### src/rtl/tsync_tx_pkg.sv
// Package: shared types for the transparent serial transmitter.
package tsync_tx_pkg;
    // Message controller state.
    typedef enum logic {
        ST_IDLE = 1'b0,
        ST_SEND = 1'b1
    } tx_state_e;
endpackage

### src/rtl/tsync_tx_gate.sv
// Synchronization and bit-clock gating.
// Produces the bit tick, the restart strobe raised by a sync event, and the
// synced flag. Assumes sync_in and frame_sync are already synchronous to clk.
module tsync_tx_gate (
    input  logic clk,
    input  logic rst_n,
    input  logic en,
    input  logic tdm_mode,
    input  logic sync_in,
    input  logic frame_sync,
    input  logic slot_en,
    input  logic clear_sync,
    output logic tick,
    output logic restart,
    output logic synced
);
    logic synced_q;

    // Sync event: the mode-selected pulse seen while not yet synchronized.
    always_comb begin
        restart = en && !synced_q && (tdm_mode ? frame_sync : sync_in);
        tick    = en && !restart && (tdm_mode ? slot_en : 1'b1);
    end

    // Synced flag: set by a sync event, cleared when a message ends outside continuous mode.
    always_ff @(posedge clk) begin
        if (!rst_n || !en)   synced_q <= 1'b0;
        else if (clear_sync) synced_q <= 1'b0;
        else if (restart)    synced_q <= 1'b1;
    end

    assign synced = synced_q;
endmodule

### src/rtl/tsync_tx_shifter.sv
// Character shift engine.
// At each character boundary it loads a data word or an idle character,
// reversing the bit order when asked, then shifts one bit per tick onto txd.
// Assumes eff_len is already clamped to MIN..DATA_W.
module tsync_tx_shifter #(
    parameter int DATA_W = 16,
    parameter int LEN_W  = 5
) (
    input  logic              clk,
    input  logic              rst_n,
    input  logic              en,
    input  logic              restart,
    input  logic              tick,
    input  logic              load_data,
    input  logic [DATA_W-1:0] data_word,
    input  logic [LEN_W-1:0]  eff_len,
    input  logic              msb_first,
    output logic              boundary,
    output logic              txd
);
    localparam int CNT_W = $clog2(DATA_W);

    logic [DATA_W-1:0] sr_q;
    logic [CNT_W-1:0]  cnt_q;
    logic              txd_q;
    logic [DATA_W-1:0] raw;
    logic [DATA_W-1:0] ordered;
    logic [LEN_W-1:0]  src_idx;

    // Next character: data or idle ones, in the selected bit order.
    always_comb begin
        raw     = load_data ? data_word : '1;
        ordered = raw;
        src_idx = '0;
        if (msb_first) begin
            for (int i = 0; i < DATA_W; i++) begin
                src_idx    = eff_len - LEN_W'(1) - LEN_W'(i);
                ordered[i] = (LEN_W'(i) < eff_len) ? raw[src_idx[CNT_W-1:0]] : 1'b1;
            end
        end
    end

    // Shift register, bit counter and output bit.
    always_ff @(posedge clk) begin
        if (!rst_n || !en) begin
            sr_q  <= '1;
            cnt_q <= '0;
            txd_q <= 1'b1;
        end else if (restart) begin
            cnt_q <= '0;
        end else if (tick) begin
            if (cnt_q == '0) begin
                txd_q <= ordered[0];
                sr_q  <= {1'b1, ordered[DATA_W-1:1]};
                cnt_q <= CNT_W'(eff_len - LEN_W'(1));
            end else begin
                txd_q <= sr_q[0];
                sr_q  <= {1'b1, sr_q[DATA_W-1:1]};
                cnt_q <= cnt_q - CNT_W'(1);
            end
        end
    end

    assign boundary = (cnt_q == '0);
    assign txd      = txd_q;

    assert_off_idle_R1: assert property (@(posedge clk) disable iff (!rst_n)
        !en |=> txd_q);
    assert_hold_without_tick_R6: assert property (@(posedge clk) disable iff (!rst_n)
        en && !tick |=> $stable(txd_q));
endmodule

### src/rtl/tsync_tx_ctrl.sv
// Buffer and message controller.
// Decides at each character boundary whether to take a data word, closes
// buffers with a done pulse and status, and drops synchronization at the end
// of a message unless continuous mode is on. Assumes step is one cycle wide.
module tsync_tx_ctrl
    import tsync_tx_pkg::*;
(
    input  logic clk,
    input  logic rst_n,
    input  logic en,
    input  logic step,
    input  logic synced,
    input  logic bd_ready,
    input  logic bd_last,
    input  logic data_valid,
    input  logic data_eob,
    input  logic cont_mode,
    output logic load_data,
    output logic clear_sync,
    output logic done,
    output logic done_underrun
);
    tx_state_e state_q;
    logic      done_q;
    logic      und_q;
    logic      start;
    logic      finish;
    logic      starve;

    // Boundary decisions: start, take, end of message, underrun.
    always_comb begin
        start      = (state_q == ST_IDLE) && bd_ready && synced && data_valid;
        load_data  = step && ((state_q == ST_SEND) ? data_valid : start);
        finish     = load_data && data_eob && bd_last;
        starve     = step && (state_q == ST_SEND) && !data_valid;
        clear_sync = (finish || starve) && !cont_mode;
    end

    // State, done pulse and buffer status.
    always_ff @(posedge clk) begin
        if (!rst_n || !en) begin
            state_q <= ST_IDLE;
            done_q  <= 1'b0;
            und_q   <= 1'b0;
        end else begin
            done_q <= 1'b0;
            if (load_data) begin
                state_q <= finish ? ST_IDLE : ST_SEND;
                if (data_eob) begin
                    done_q <= 1'b1;
                    und_q  <= 1'b0;
                end
            end else if (starve) begin
                state_q <= ST_IDLE;
                done_q  <= 1'b1;
                und_q   <= 1'b1;
            end
        end
    end

    assign done          = done_q;
    assign done_underrun = und_q;

    assert_send_needs_sync_R5: assert property (@(posedge clk) disable iff (!rst_n)
        state_q == ST_SEND |-> synced);
    assert_done_single_pulse_R8: assert property (@(posedge clk) disable iff (!rst_n)
        done_q |=> !done_q);
endmodule

### src/rtl/tsync_tx.sv
// Top: bit-transparent synchronous serial transmitter.
// Clamps the character length, then ties together sync gating, the shift
// engine and the buffer controller. Assumes one clk cycle is one serial bit.
module tsync_tx #(
    parameter  int DATA_W = 16,
    parameter  int MIN_LEN = 4,
    localparam int LEN_W  = $clog2(DATA_W + 1)
) (
    input  logic              clk,
    input  logic              rst_n,
    input  logic              en,
    input  logic              tdm_mode,
    input  logic              cont_mode,
    input  logic              msb_first,
    input  logic [LEN_W-1:0]  char_len,
    input  logic              sync_in,
    input  logic              frame_sync,
    input  logic              slot_en,
    input  logic              bd_ready,
    input  logic              bd_last,
    input  logic              data_valid,
    input  logic              data_eob,
    input  logic [DATA_W-1:0] data_word,
    output logic              data_take,
    output logic              done,
    output logic              done_underrun,
    output logic              txd
);
    logic [LEN_W-1:0] eff_len;
    logic tick, restart, synced, clear_sync, boundary, load_data;

    // Length clamp into the supported range.
    always_comb begin
        if (char_len < LEN_W'(MIN_LEN))     eff_len = LEN_W'(MIN_LEN);
        else if (char_len > LEN_W'(DATA_W)) eff_len = LEN_W'(DATA_W);
        else                                eff_len = char_len;
    end

    tsync_tx_gate gate_i (
        .clk(clk), .rst_n(rst_n), .en(en), .tdm_mode(tdm_mode),
        .sync_in(sync_in), .frame_sync(frame_sync), .slot_en(slot_en),
        .clear_sync(clear_sync), .tick(tick), .restart(restart), .synced(synced)
    );

    tsync_tx_shifter #(.DATA_W(DATA_W), .LEN_W(LEN_W)) shift_i (
        .clk(clk), .rst_n(rst_n), .en(en), .restart(restart), .tick(tick),
        .load_data(load_data), .data_word(data_word), .eff_len(eff_len),
        .msb_first(msb_first), .boundary(boundary), .txd(txd)
    );

    tsync_tx_ctrl ctrl_i (
        .clk(clk), .rst_n(rst_n), .en(en), .step(tick && boundary),
        .synced(synced), .bd_ready(bd_ready), .bd_last(bd_last),
        .data_valid(data_valid), .data_eob(data_eob), .cont_mode(cont_mode),
        .load_data(load_data), .clear_sync(clear_sync), .done(done),
        .done_underrun(done_underrun)
    );

    assign data_take = load_data;

    assert_take_after_sync_R5: assert property (@(posedge clk) disable iff (!rst_n)
        data_take |-> synced);
    assert_slot_gating_R6: assert property (@(posedge clk) disable iff (!rst_n)
        en && tdm_mode && !slot_en |=> $stable(txd));
    assert_underrun_sends_idle_R10: assert property (@(posedge clk) disable iff (!rst_n)
        done && done_underrun |-> txd);
endmodule

### config.mk
export PLATFORM = sky130hd
export DESIGN_NAME = tsync_tx
export DESIGN_NICKNAME = d
export VERILOG_FILES = /design/src/rtl/tsync_tx_pkg.sv /design/src/rtl/tsync_tx_gate.sv /design/src/rtl/tsync_tx_shifter.sv /design/src/rtl/tsync_tx_ctrl.sv /design/src/rtl/tsync_tx.sv
export SDC_FILE = /design/constraint.sdc
export NUM_CORES = 1
export LEC_CHECK = 0
export BUFFER_PORTS_ARGS = -buffer_cell sky130_fd_sc_hd__buf_2
export CAP_MARGIN = 20
export CORE_MARGIN = 2
export CORE_UTILIZATION = 65
export CTS_BUF_LIST = sky130_fd_sc_hd__clkbuf_8
export CTS_CLUSTER_DIAMETER = 200
export DETAILED_ROUTE_END_ITERATION = 12
export GPL_TIMING_DRIVEN = 0
export PLACE_DENSITY = 0.85
export SLEW_MARGIN = 10
export SYNTH_ARGS = -nofsm -noshare
export SYNTH_HDL_FRONTEND = slang
export SYNTH_SLANG_ARGS = --single-unit
### constraint.sdc
create_clock -name clk -period 8.22 [get_ports clk]
set_input_delay 1.233 -clock clk [delete_from_list [all_inputs] [get_ports clk]]
set_output_delay 1.233 -clock clk [all_outputs]
set_load 0.02 [all_outputs]
* Yosys cells after proc, flatten, opt, wreduce, memory -nomap -nowiden
Index checks and enable logic that the tools add are counted.
Storage, ports and cells: register bits after elaboration 25, input port bits 34, logic and storage cells 156
Operators by class: $add $sub $neg 17, magnitude comparators 34, equal/unequal tests 1, mux-type cells 67, bitwise gates (word level) 2, reduce and logical (&&, ||, !) cells 28
Operator list (count):
- < comparator 4 x 5 -> 1 bit (second input constant) | 16
- binary-select mux 1 bit (select 4 bit) | 16
- two-way mux 1 bit | 45
- < comparator 4 x 5 -> 1 bit (first input constant) | 8
- two-way mux 16 bit | 2
- subtractor 4 bit (second input constant) | 8
- < comparator 3 x 5 -> 1 bit (first input constant) | 4
- subtractor 4 x 3 -> 4 bit (second input constant) | 4
- two-way mux 15 bit | 1
- logical AND 1 bit | 14
- subtractor 4 x 1 -> 4 bit (second input constant) | 3
- < comparator 1 x 5 -> 1 bit (first input constant) | 2
- < comparator 2 x 5 -> 1 bit (first input constant) | 2
- two-way mux 5 bit | 2
- subtractor 4 x 2 -> 4 bit (second input constant) | 2
- zero test 1 bit | 6
- greater-than comparator 5 bit (second input constant) | 1
- < comparator 5 x 3 -> 1 bit (second input constant) | 1
- zero test 4 bit | 1
- two-way mux 4 bit | 1
- AND reduction 2 bit | 2
- OR reduction 2 bit | 2
- logical OR 1 bit | 2
- inequality test 2 bit (second input constant) | 1
- 2 further kinds | 3

* Logic depth before layout (Yosys ltp)
Gate-level depths: netlist of the first run.
depth after elaboration 14, gate-level depth with buffers 15, mapped depth without buffers 11

* Cells and area by module
Synthesis of the first run repeated with hierarchy kept, for this count alone.
Unflattened totals: cell total of the unflattened synthesis 389, area, all modules 2866.5 um^2
By module, submodules not included:
- tsync_tx_shifter | instances 1, cells each 355, area each 2606.2 um^2, seq. area each 400.4 um^2
- tsync_tx_ctrl | instances 1, cells each 18, area each 146.4 um^2, seq. area each 60.1 um^2
- tsync_tx_gate | instances 1, cells each 8, area each 67.6 um^2, seq. area each 20.0 um^2
- tsync_tx | instances 1, cells each 8, area each 46.3 um^2, seq. area each 0.0 um^2

* Worst setup path after synthesis of the first run
Ideal clock, no wire load.
kind input to register, from input port char_len[4], to register shift_i.txd_q (netlist: shift_i.txd), setup time 0.123 ns, arrival time 4.065 ns, required time 8.097 ns, setup slack 4.032 ns, stages on the path 12, cell sequence buf_2 > clkbuf_1 > buf_2 > or3b_2 > ha_1 > buf_2 > nor4b_1 > or4_4 > a221o_1 > mux2_4 > mux2i_1 > a21oi_1
On the way: word-level cells in the longest chain between the ends 9, elaborated cells on any way between the ends 11
Ends and longest elaborated chain:
- start, declared | line tsync_tx.sv:15 | input logic [LEN_W-1:0] char_len,
- greater-than comparator 5 bit | line tsync_tx.sv:35 | else if (char_len > LEN_W'(DATA_W)) eff_len = LEN_W'(DATA_W);
- two-way mux 5 bit | line tsync_tx.sv:35
- two-way mux 5 bit * | line tsync_tx.sv:34 | if (char_len < LEN_W'(MIN_LEN)) eff_len = LEN_W'(MIN_LEN);
- subtractor 4 x 1 -> 4 bit | line tsync_tx_shifter.sv:37 | src_idx = eff_len - LEN_W'(1) - LEN_W'(i);
- binary-select mux 1 bit (select 4 bit) | line tsync_tx_shifter.sv:38 | ordered[i] = (LEN_W'(i) < eff_len) ? raw[src_idx[CNT_W-1:0]] : 1'b1;
- two-way mux 1 bit (implied by the code) | line tsync_tx_shifter.sv:38
- two-way mux 1 bit * | line tsync_tx_shifter.sv:38
- two-way mux 16 bit * | line tsync_tx_shifter.sv:35 | if (msb_first) begin
- two-way mux 1 bit * | line tsync_tx_shifter.sv:52 | if (cnt_q == '0) begin
- end signal, assigned | line tsync_tx_shifter.sv:53 | txd_q <= ordered[0];
- end signal, assigned | line tsync_tx_shifter.sv:57 | txd_q <= sr_q[0];
- end, declared | line tsync_tx_shifter.sv:25 | logic txd_q;
Every way passes the cells marked *; elsewhere a longest branch is shown, timed or not. The select of a mux whose other input is x is not followed. A chain may end at the register's enable or synchronous reset.

* Worst setup path in the final report of the first run
from input port char_len[4], to register shift_i.sr_q[9]
On the way: word-level cells in the longest chain between the ends 10, elaborated cells on any way between the ends 12
Ends and longest elaborated chain:
- greater-than comparator 5 bit | line tsync_tx.sv:35
- two-way mux 5 bit | line tsync_tx.sv:35
- two-way mux 5 bit * | line tsync_tx.sv:34
- subtractor 4 x 1 -> 4 bit | line tsync_tx_shifter.sv:37
- subtractor 4 bit | line tsync_tx_shifter.sv:37
- binary-select mux 1 bit (select 4 bit) | line tsync_tx_shifter.sv:38
- two-way mux 1 bit (implied by the code) | line tsync_tx_shifter.sv:38
- two-way mux 1 bit * | line tsync_tx_shifter.sv:38
- two-way mux 16 bit * | line tsync_tx_shifter.sv:35
- two-way mux 15 bit * | line tsync_tx_shifter.sv:52
- end signal, assigned | line tsync_tx_shifter.sv:54 | sr_q <= {1'b1, ordered[DATA_W-1:1]};
- end signal, assigned | line tsync_tx_shifter.sv:58 | sr_q <= {1'b1, sr_q[DATA_W-1:1]};
- end, declared | line tsync_tx_shifter.sv:23 | logic [DATA_W-1:0] sr_q;
Marks and branches as above.

==> metrics.cfg, run 1 <==
[clock_tree]
clock_tree.root_cell = clkbuf_8
cts.sinks = 24
cts_tree = yes
cts_buffer_depth = 2
hold_buffers = 0
cts_buffers = 3
clkSlewWorstSetupHoldPaths_ns = 0.08
postCtsSetupBuffers = 0
cts_max_level = 1
clk_latency_ns = 0.28
cts_resized = 0

[timing]
slew_violations = 0
tightest_slew_ns = 0.606
period_share_pct = 56.6
hold_slack_ns = 0.464
max_freq_mhz = 215
period_minus_slack_ns = 4.66
relSlewSlack_pct = 59.6
hold_viol = 0
rsz0062_at_grt = no
setup_violations = 0
finalSetupTns_ns = 0
finClkSkew_ns = 0.0155

[global_route]
grt_max_degree = 15
grt_pass1_wl_um = 13900
antenna_found_initial = 0
grt_pass1_vias = 2751
grt_usage_pct = 36.1
overflow = 0

[drt]
route.detailed.drc = 0
final_antenna_net_count = 0
vias = 3118
first_pass_iters = 5
wl_per_cell_um = 20.6
viasPerCell = 7.23
wl_met1_um = 3680
dr_wl_met3_um = 1080
wl_met2_um = 3860
drt_wl_total_um = 8860
top_layer_used = met4
drt_iter0_markers = 483

[layout]
fin_nets = 420
area_growth_syn_to_layout_pct = 11.4
antenna_cells = 0
layout-drive-gt1-share_pct = 23.1
postLayoutCoreUtil_pct = 76.1

[yosys]
synth-seq-area-share_pct = 17.5
muxShareOfSynthArea_pct = 18.3
synth_compound_area_share_pct = 27.4
synthArstFlopShare_pct = 0
synth_fp_nets = 379
synth_seq_cells = 24
netlist-cell-type-count = 75
synth-edff-count = 0
synth-xor-area-share_pct = 2.68
synth-simple-area-share_pct = 26.4
syn-instance-count = 341
synth_top_family_by_area = compound AO/OA/AOI/OAI gates
yosys.area_share.adder_pct = 1.82
mappedNetlistArea_um2 = 2750
ys.flop_type = dfxtp_1
synth.avg_cell_area_um2 = 8.06
yosys_warnings = 0

[power_and_ir_drop]
power.leakage_nw = 1.21
powerDensity_nw_per_um2 = 133
ir_drop_uv = 116

[floorplan]
die_h_um = 69.0
dieArea_um2 = 4770
core_um2 = 4030
initial_utilization_pct = 68.3
core.rowCount = 23
die_w_um = 69.0
num_io_pins = 38

[worst_setup_path]
critPathArrivalTime_ns = 4.80
crit_path_max_incr_delay_ns = 0.50
critPathCaptureType = register
worst_ep_required_time_ns = 8.36
crit_path_frequent_cell = buf_2
crit_path_max_fanout = 10
cp-start-kind = primary input
worst-setup-path-type = in2reg
path_cells = buf_2 -> buf_2 -> clkbuf_1 -> buf_2 -> or3b_2 -> ha_1 -> buf_2 -> buf_4 -> nor3_2 -> nor2_1 -> mux4_2 -> mux2_2 -> o211ai_1 -> nand3_1
slowest_stage = or3b_2

[place]
gp_congestion = 1.02
place_hpwl_um = 6760
port-buffer-count = 36

[run_status]
status = finished clean

[job]
max-cap-violations = 0

[min_path]
hold_class = reg2reg

==> layer usage <==
layer,GRT usage [%],up-vias
met5,0,-
met2,55.2,250
li1,-,1397
met4,6.32,0
met3,8.04,31
met1,52.8,1440
==> path summary, 6_finish.rpt <==
kind / start / to / slack, ns / depth (start not counted)
worst min register to register: ctrl_i.done_underrun / ctrl_i.done_underrun / 0.46 / 2
worst min-delay path: ctrl_i.done_underrun / ctrl_i.done_underrun / 0.46 / 2
worst max-delay path: char_len[4] / shift_i.sr_q[9] / 3.56 / 14
worst max register to register: shift_i.cnt_q[0] / shift_i.sr_q[14] / 5.70 / 8
==> cells in the final DEF, fill, tap and decap left out, drive strengths merged, types with 4 or more instances in the layout <==
master,netlist,final
o21ai,23,23
a32oi,4,4
nand2,40,40
nor3,16,16
a211oi,10,10
or3,5,5
o221ai,7,7
nand3,8,8
mux4,10,10
nand2b,10,10
ha,4,4
a31oi,6,6
a21oi,22,22
mux2i,23,23
nor2,19,19
buf,12,48
nor2b,8,8
mux2,4,4
clkbuf,16,19
o22ai,4,4
xnor2,4,4
dfxtp,24,24
inv,7,7
==> flip-flops by register name, indices dropped and copies added, names as in the netlist <==
name / count
shift_i.cnt_q: 4
ctrl_i.done_underrun: 1
shift_i.txd: 1
gate_i.synced: 1
ctrl_i.state_q: 1
ctrl_i.done: 1
shift_i.sr_q: 15
==> cell usage after synthesis (6+ instances only) <==
cell,count,area [µm²]
o21ai_0,18,90.1
nor2b_1,7,43.8
clkbuf_1,16,60.1
dfxtp_1,24,480
a211oi_1,10,75.1
nand2b_1,9,56.3
a31oi_1,6,37.5
nor2_1,16,60.1
mux4_2,10,225
nand3_1,8,40.0
inv_1,6,22.5
nor3_1,14,70.1
o221ai_1,7,61.3
nand2_1,39,146
buf_2,7,35.0
a21oi_1,21,105
mux2i_1,23,230
==> area by class of cell <==
cell class | count | area (µm²)
buffer | 28 | 136
clock buffer | 3 | 41.3
clock inverter | 1 | 30.0
fill | 324 | 965
inverter | 7 | 26.3
multi-input combinational | 282 | 2110
sequential | 24 | 480
tap | 50 | 62.6
timing repair buffer | 36 | 180
==> metrics by stage <==
| stage | total power [W] | cells | worst slack, ns | area, µm² |
|---|---|---|---|---|
| after floorplan | 0.000250 | 341 | 4.03 | 2750 |
| after global placement | 0.000293 | 427 | 3.41 | 2990 |
| after detailed placement | 0.000297 | 427 | 3.39 | 2990 |
| after CTS | 0.000401 | 431 | 3.67 | 3060 |
| after global routing | 0.000425 | 431 | 3.47 | 3060 |
| final | 0.000409 | 431 | 3.56 | 3060 |
==> kinds of logic after synthesis <==
family | count (synthesis)
AOI/OAI and AO/OA | 107
xor gates and xnor gates | 6
adders and majority gates | 4
buffers and inverters | 35
DFF | 24
muxes | 37
and+or+nand+nor | 128
==> power by group <==
group | total, W | switching (W) | internal, W | leakage, nW
Sequential | 0.000122 | 0.00000242 | 0.000120 | 0.195
Combinational | 0.000181 | 0.000106 | 0.0000749 | 0.977
Clock | 0.000106 | 0.0000406 | 0.0000653 | 0.0357
==> critical path: cells and delay by family <==
family	cells	cell delay, ns
AND/OR/NAND/NOR	4	1.23
buffers and inverters	6	1.21
multiplexers	2	0.67
adder cells (fa/ha/maj)	1	0.23
AO/OA/AOI/OAI	1	0.20
No activity file was read; power rests on OpenSTA's default activity.
==> run 2, diff against run 1 <==
Settings changed: ABC_AREA set to 1, CORE_UTILIZATION 65 to 54, PLACE_DENSITY 0.85 to 0.75.
Clock period 8.22 ns to 4.2 ns, I/O delays scaled along.
==> metrics.cfg, run 2 <==
[run_status]
status = finished clean

[timing]
hold_slack_ns = 0.474  ; +0.00968 ns
period_minus_slack_ns = 3.05
rsz0062_at_grt = no
setup_violations = 0  ; unchanged
max_freq_mhz = 328
period_share_pct = 72.5
tightest_slew_ns = 0.530  ; -0.0759 ns
slew_violations = 0  ; unchanged
finalSetupTns_ns = 0  ; unchanged
finClkSkew_ns = 0.00459  ; -0.0109 ns
relSlewSlack_pct = 64.7  ; +5.1 points
hold_viol = 0  ; unchanged

[yosys]
mappedNetlistArea_um2 = 2740  ; -0.36%
synth_seq_cells = 24  ; unchanged
ys.flop_type = dfxtp_1
synth-edff-count = 0  ; unchanged
yosys_warnings = 0  ; unchanged
synth_common_cells = nand3_1, nand2_1, inv_1
synthArstFlopShare_pct = 0  ; unchanged
syn-instance-count = 474  ; +39%
yosysTopAreaCell = nand3_1
synth_fp_nets = 512  ; +35%
synth-seq-area-share_pct = 17.5  ; +0.064 points
synth_area_leaders = nand3_1, dfxtp_1, nand2_1
synth_top_area_share_pct = 25.4  ; +7.9 points
synth.most_common_cell = nand3_1
synth.avg_cell_area_um2 = 5.78  ; -28%
netlist-cell-type-count = 37  ; -51%

[global_route]
grt_pass1_vias = 2950  ; +7.2%
grt_pass1_wl_um = 14000  ; +0.45%
antenna_found_initial = 0  ; unchanged
grt_max_degree = 14  ; -1
overflow = 0  ; unchanged
grt_usage_pct = 32.8  ; -3.3 points

[clock_tree]
cts_resized = 0  ; unchanged
clk_latency_ns = 0.28  ; about the same
cts.sinks = 24  ; unchanged
cts_buffer_depth = 2  ; unchanged
cts_max_level = 1  ; unchanged
clock_tree.root_cell = clkbuf_8
postCtsSetupBuffers = 0  ; unchanged
hold_buffers = 0  ; unchanged
cts_buffers = 3  ; unchanged
clkSlewWorstSetupHoldPaths_ns = 0.08  ; about the same
cts_tree = yes

[place]
port-buffer-count = 36  ; unchanged
place_hpwl_um = 7200  ; +6.6%
gp_congestion = 1.07  ; +4.6%

[job]
max-cap-violations = 0  ; unchanged

[drt]
final_antenna_net_count = 0  ; unchanged
route.detailed.drc = 0  ; unchanged
dr_wl_met3_um = 971  ; -9.8%
wl_met1_um = 3820  ; +3.9%
wl_met2_um = 3860  ; +0.10%
viasPerCell = 5.83  ; -19%
wl_per_cell_um = 15.5  ; -25%
top_layer_used = met4
vias = 3388  ; +8.7%
drt_wl_total_um = 8990  ; +1.4%
first_pass_iters = 7  ; +2
drt_iter0_markers = 396  ; -18%

[layout]
top_regs = shift_i.sr_q: 15 flops, shift_i.cnt_q: 4 flops
regMostFlops = shift_i.sr_q
mostFrequentLayoutCells = nand3_1, nand2_1, inv_1
area_growth_syn_to_layout_pct = 11.6
fin_nets = 553  ; +32%
final_common_cell = nand3_1
layout-drive-gt1-share_pct = 17.1  ; -6.0 points
largest_reg_flops = 15  ; unchanged
antenna_cells = 0  ; unchanged

[power_and_ir_drop]
powerDensity_nw_per_um2 = 262  ; +96%
power.leakage_nw = 1.47  ; +22%
finalPower_w = 0.000801  ; +96%
ir_drop_uv = 159  ; +37%

[floorplan]
core.rowCount = 25  ; +8.7%
num_io_pins = 38  ; unchanged
die_h_um = 75.2  ; +9.0%
initial_utilization_pct = 56.9  ; -11 points
dieArea_um2 = 5660  ; +19%
die_w_um = 75.2  ; +9.0%
core_um2 = 4820  ; +20%

[worst_setup_path]
crit_path_max_fanout = 10  ; unchanged
worst_ep_required_time_ns = 4.42  ; -3.94 ns
critPathCaptureType = register
r2r-start = shift_i.cnt_q[0]
worst-setup-path-type = in2reg
crit_path_start = char_len[4]
critPathArrivalTime_ns = 3.27  ; -1.53 ns
cp-start-kind = primary input

[min_path]
hold_class = reg2reg
hold_path.startpoint = shift_i.sr_q[4]

==> run 2: changes by cell type after synthesis, sizes merged, moves of 9 or more <==
cell	delta
clkbuf	-10
mux4	-10
nor3	-14
o21ai	-9
inv	+55
nand2b	-10
nand3	+133
nand2	+75
mux2i	-23
nor2	+11
==> run 2: cells by family (layout without fill, tap and decap cells) <==
family                     count (synthesis)  in the layout  share of synthesized area, %
xor gates and xnor gates                   7              7                          4.16
DFF                                       24             24                          17.5
AOI/OAI and AO/OA                         61             61                          13.1
buffers and inverters                     85            125                          13.1
and+or+nand+nor                          293            293                          50.3
adders and majority gates                  4              4                          1.83
==> run 2: critical path, cell delays in order <==
cell	delay, ns
buf_2	0.14
inv_2	0.12
nand3_2	0.20
inv_2	0.15
buf_2	0.24
ha_1	0.30
inv_1	0.09
buf_2	0.26
nand2_1	0.15
xnor2_2	0.33
nand2_1	0.08
o21ai_0	0.11
nand3_1	0.11
nand3_1	0.11
nand2_1	0.07
nand2_1	0.05
nand2_1	0.04
nand2_1	0.05
==> run 2: power breakdown <==
| part | total [W] | internal [W] | switching, W |
|---|---|---|---|
| Clock | 0.000163 | 0.0000840 | 0.0000794 |
| Combinational | 0.000397 | 0.000135 | 0.000261 |
| Sequential | 0.000241 | 0.000236 | 0.00000478 |
| Total | 0.000801 | 0.000456 | 0.000346 |
==> run 2: through the flow <==
step / instances / area [µm²] / setup WS (ns) / utilization [%]
3_5_place_dp: 577 / 3000 / 0.940 / 62.4
2_1_floorplan: 474 / 2740 / 1.60 / -
5_1_grt: 581 / 3060 / 0.974 / 63.5
3_3_place_gp: 577 / 3000 / 0.952 / 62.4
4_1_cts: 581 / 3060 / 1.22 / 63.5
6_report: 581 / 3060 / 1.15 / 63.5
==> run 2: worst paths after layout <==
path / to / slack [ns] / cells past startpoint
setup / recovery: shift_i.sr_q[8] / 1.15 / 18
hold / removal: shift_i.sr_q[4] / 0.47 / 2
setup reg to reg: shift_i.sr_q[10] / 1.75 / 16
hold reg to reg: shift_i.sr_q[4] / 0.47 / 2
==> run 2: routing by layer <==
layer	up-vias	track usage [%]
met5	-	0
met4	0	8.97
met3	32	8.30
met2	210	50.4
met1	1483	45.7
li1	1663	-
==> run 2: area by class of cell <==
type / instances / area (µm²)
Fill cell: 503 / 1760
Inverter: 64 / 240
Buffer: 21 / 119
Multi-Input combinational cell: 365 / 1900
Sequential cell: 24 / 480
Tap cell: 67 / 83.8
Timing Repair Buffer: 36 / 180
Clock buffer: 4 / 55.1
==> run 3, diff against run 2 <==
Settings changed: CORE_UTILIZATION 54 to 60, PLACE_DENSITY 0.75 to 0.79.
Clock period 4.2 ns to 3.15 ns, I/O delays scaled along.
==> metrics.cfg, run 3 (synthesis results as in run 2) <==
[run_status]
status = finished clean

[worst_setup_path]
critPathArrivalTime_ns = 3.10  ; -0.17 ns
worst_ep_required_time_ns = 3.33  ; -1.09 ns
crit_path_max_fanout = 10  ; unchanged
cp-start-kind = primary input
critPathCaptureType = register
worst-setup-path-type = in2reg

[clock_tree]
cts_max_level = 1  ; unchanged
cts.sinks = 24  ; unchanged
hold_buffers = 0  ; unchanged
cts_tree = yes
clock_tree.root_cell = clkbuf_8
clk_latency_ns = 0.28  ; about the same
cts_resized = 0  ; unchanged
cts_buffers = 3  ; unchanged
cts_buffer_depth = 2  ; unchanged
clkSlewWorstSetupHoldPaths_ns = 0.09  ; about the same
postCtsSetupBuffers = 0  ; unchanged

[place]
place_hpwl_um = 6990  ; -3.0%
port-buffer-count = 36  ; unchanged
place_ws_ns = 0.0731  ; -0.867 ns
gp_congestion = 0.982  ; -8.3%

[global_route]
grt_max_degree = 15  ; +1
antenna_found_initial = 0  ; unchanged
overflow = 0  ; unchanged
grt_pass1_vias = 2959  ; +0.31%
grt_usage_pct = 34.4  ; +1.6 points
grt_pass1_wl_um = 13800  ; -1.1%

[floorplan]
die_h_um = 71.6  ; -4.9%
core.rowCount = 24  ; -4.0%
num_io_pins = 38  ; unchanged
dieArea_um2 = 5120  ; -9.5%
initial_utilization_pct = 62.5  ; +5.6 points
core_um2 = 4380  ; -9.0%
die_w_um = 71.6  ; -4.9%

[layout]
layout-drive-gt1-share_pct = 17.1  ; unchanged
regMostFlops = shift_i.sr_q
final_common_cell = nand3_1
largest_reg_flops = 15  ; unchanged
mostFrequentLayoutCells = nand3_1, nand2_1, inv_1
fin_nets = 553  ; unchanged
nFillCells = 417  ; -17%
top_regs = shift_i.sr_q: 15 flops, shift_i.cnt_q: 4 flops
area_growth_syn_to_layout_pct = 11.6  ; about the same
antenna_cells = 0  ; unchanged

[timing]
hold_slack_ns = 0.470  ; -0.00358 ns
period_minus_slack_ns = 2.93
finalSetupTns_ns = 0  ; unchanged
slew_violations = 0  ; unchanged
setup_violations = 0  ; unchanged
max_freq_mhz = 342
rsz0062_at_grt = no
finClkSkew_ns = 0.00594  ; +0.00135 ns
period_share_pct = 93.0
relSlewSlack_pct = 63.8  ; -0.81 points
layout_setup_ws_ns = 0.222  ; -0.933 ns
tightest_slew_ns = 0.542  ; +0.0121 ns
hold_viol = 0  ; unchanged

[drt]
drt_iter0_markers = 484  ; +22%
wl_per_cell_um = 15.5  ; +0.45%
viasPerCell = 6.02  ; +3.3%
final_antenna_net_count = 0  ; unchanged
vias = 3409  ; +0.62%
drt_wl_total_um = 8790  ; -2.1%
first_pass_iters = 8  ; +1
route.detailed.drc = 0  ; unchanged

[power_and_ir_drop]
power.leakage_nw = 1.48  ; +0.47%
powerDensity_nw_per_um2 = 370  ; +41%
finalPower_w = 0.00113  ; +41%
ir_drop_uv = 327  ; +110%

[min_path]
hold_class = in2reg

[job]
max-cap-violations = 0  ; unchanged

-- run 3: cell types whose count changed in the layout (fill, tap and decap cells not counted) --
cell       delta
bufinv_16     +1
clkbuf_8      -1
-- run 3: final timing paths --
check,from,end,slack [ns],depth (start not counted)
max,char_len[4],shift_i.sr_q[9],0.22,17
max reg2reg,shift_i.cnt_q[0],shift_i.sr_q[6],0.73,14
min reg2reg,ctrl_i.done_underrun,ctrl_i.done_underrun,0.47,2
min,cont_mode,gate_i.synced,0.47,3
-- run 3: area by class of cell --
type	instances	area, µm²	area share (%)
multi-input cells	365	1900	62.2
well taps	52	65.1	2.13
repair buffers	36	180	5.89
clock inverters	1	30.0	0.982
plain buffers	21	119	3.89
flip-flops and latches	24	480	15.7
clock buffers	3	41.3	1.35
inverters	64	240	7.86
-- run 3: per-stage QoR --
stage / util (%) / area (µm²) / cells
final: 69.7 / 3060 / 566
after global routing: 69.7 / 3060 / 566
after CTS: 69.7 / 3060 / 566
after detailed placement: 68.1 / 2990 / 562
after global placement: 68.1 / 2990 / 562
after floorplan: - / 2740 / 474
-- run 3: critical path, stage by stage --
cell	delay [ns]
buf_2	0.14
inv_2	0.11
nand3_2	0.20
inv_2	0.15
buf_2	0.26
ha_1	0.31
inv_1	0.09
buf_2	0.23
nand2_1	0.14
xnor2_2	0.37
inv_1	0.10
nand3_1	0.10
nand3_1	0.11
nand2_1	0.14
nand2_1	0.06
nand2_1	0.05
nand2_1	0.05
-- run 3: layer usage --
metal  global-route usage [%]  share of wire [%]  vias up  routed length [µm]
li1                         -                  -     1664                   -
met1                     49.7                 42     1521                3730
met2                     53.5                 44      201                3880
met3                     6.47                 11       23                1000
met4                     7.34                2.1        0                 189
met5                        0                  0        -                   0
-- run 3: where the power goes --
group / internal (W) / switching [W]
sequential: 0.000315 / 0.00000628
combinational: 0.000181 / 0.000351
clock: 0.000170 / 0.000108
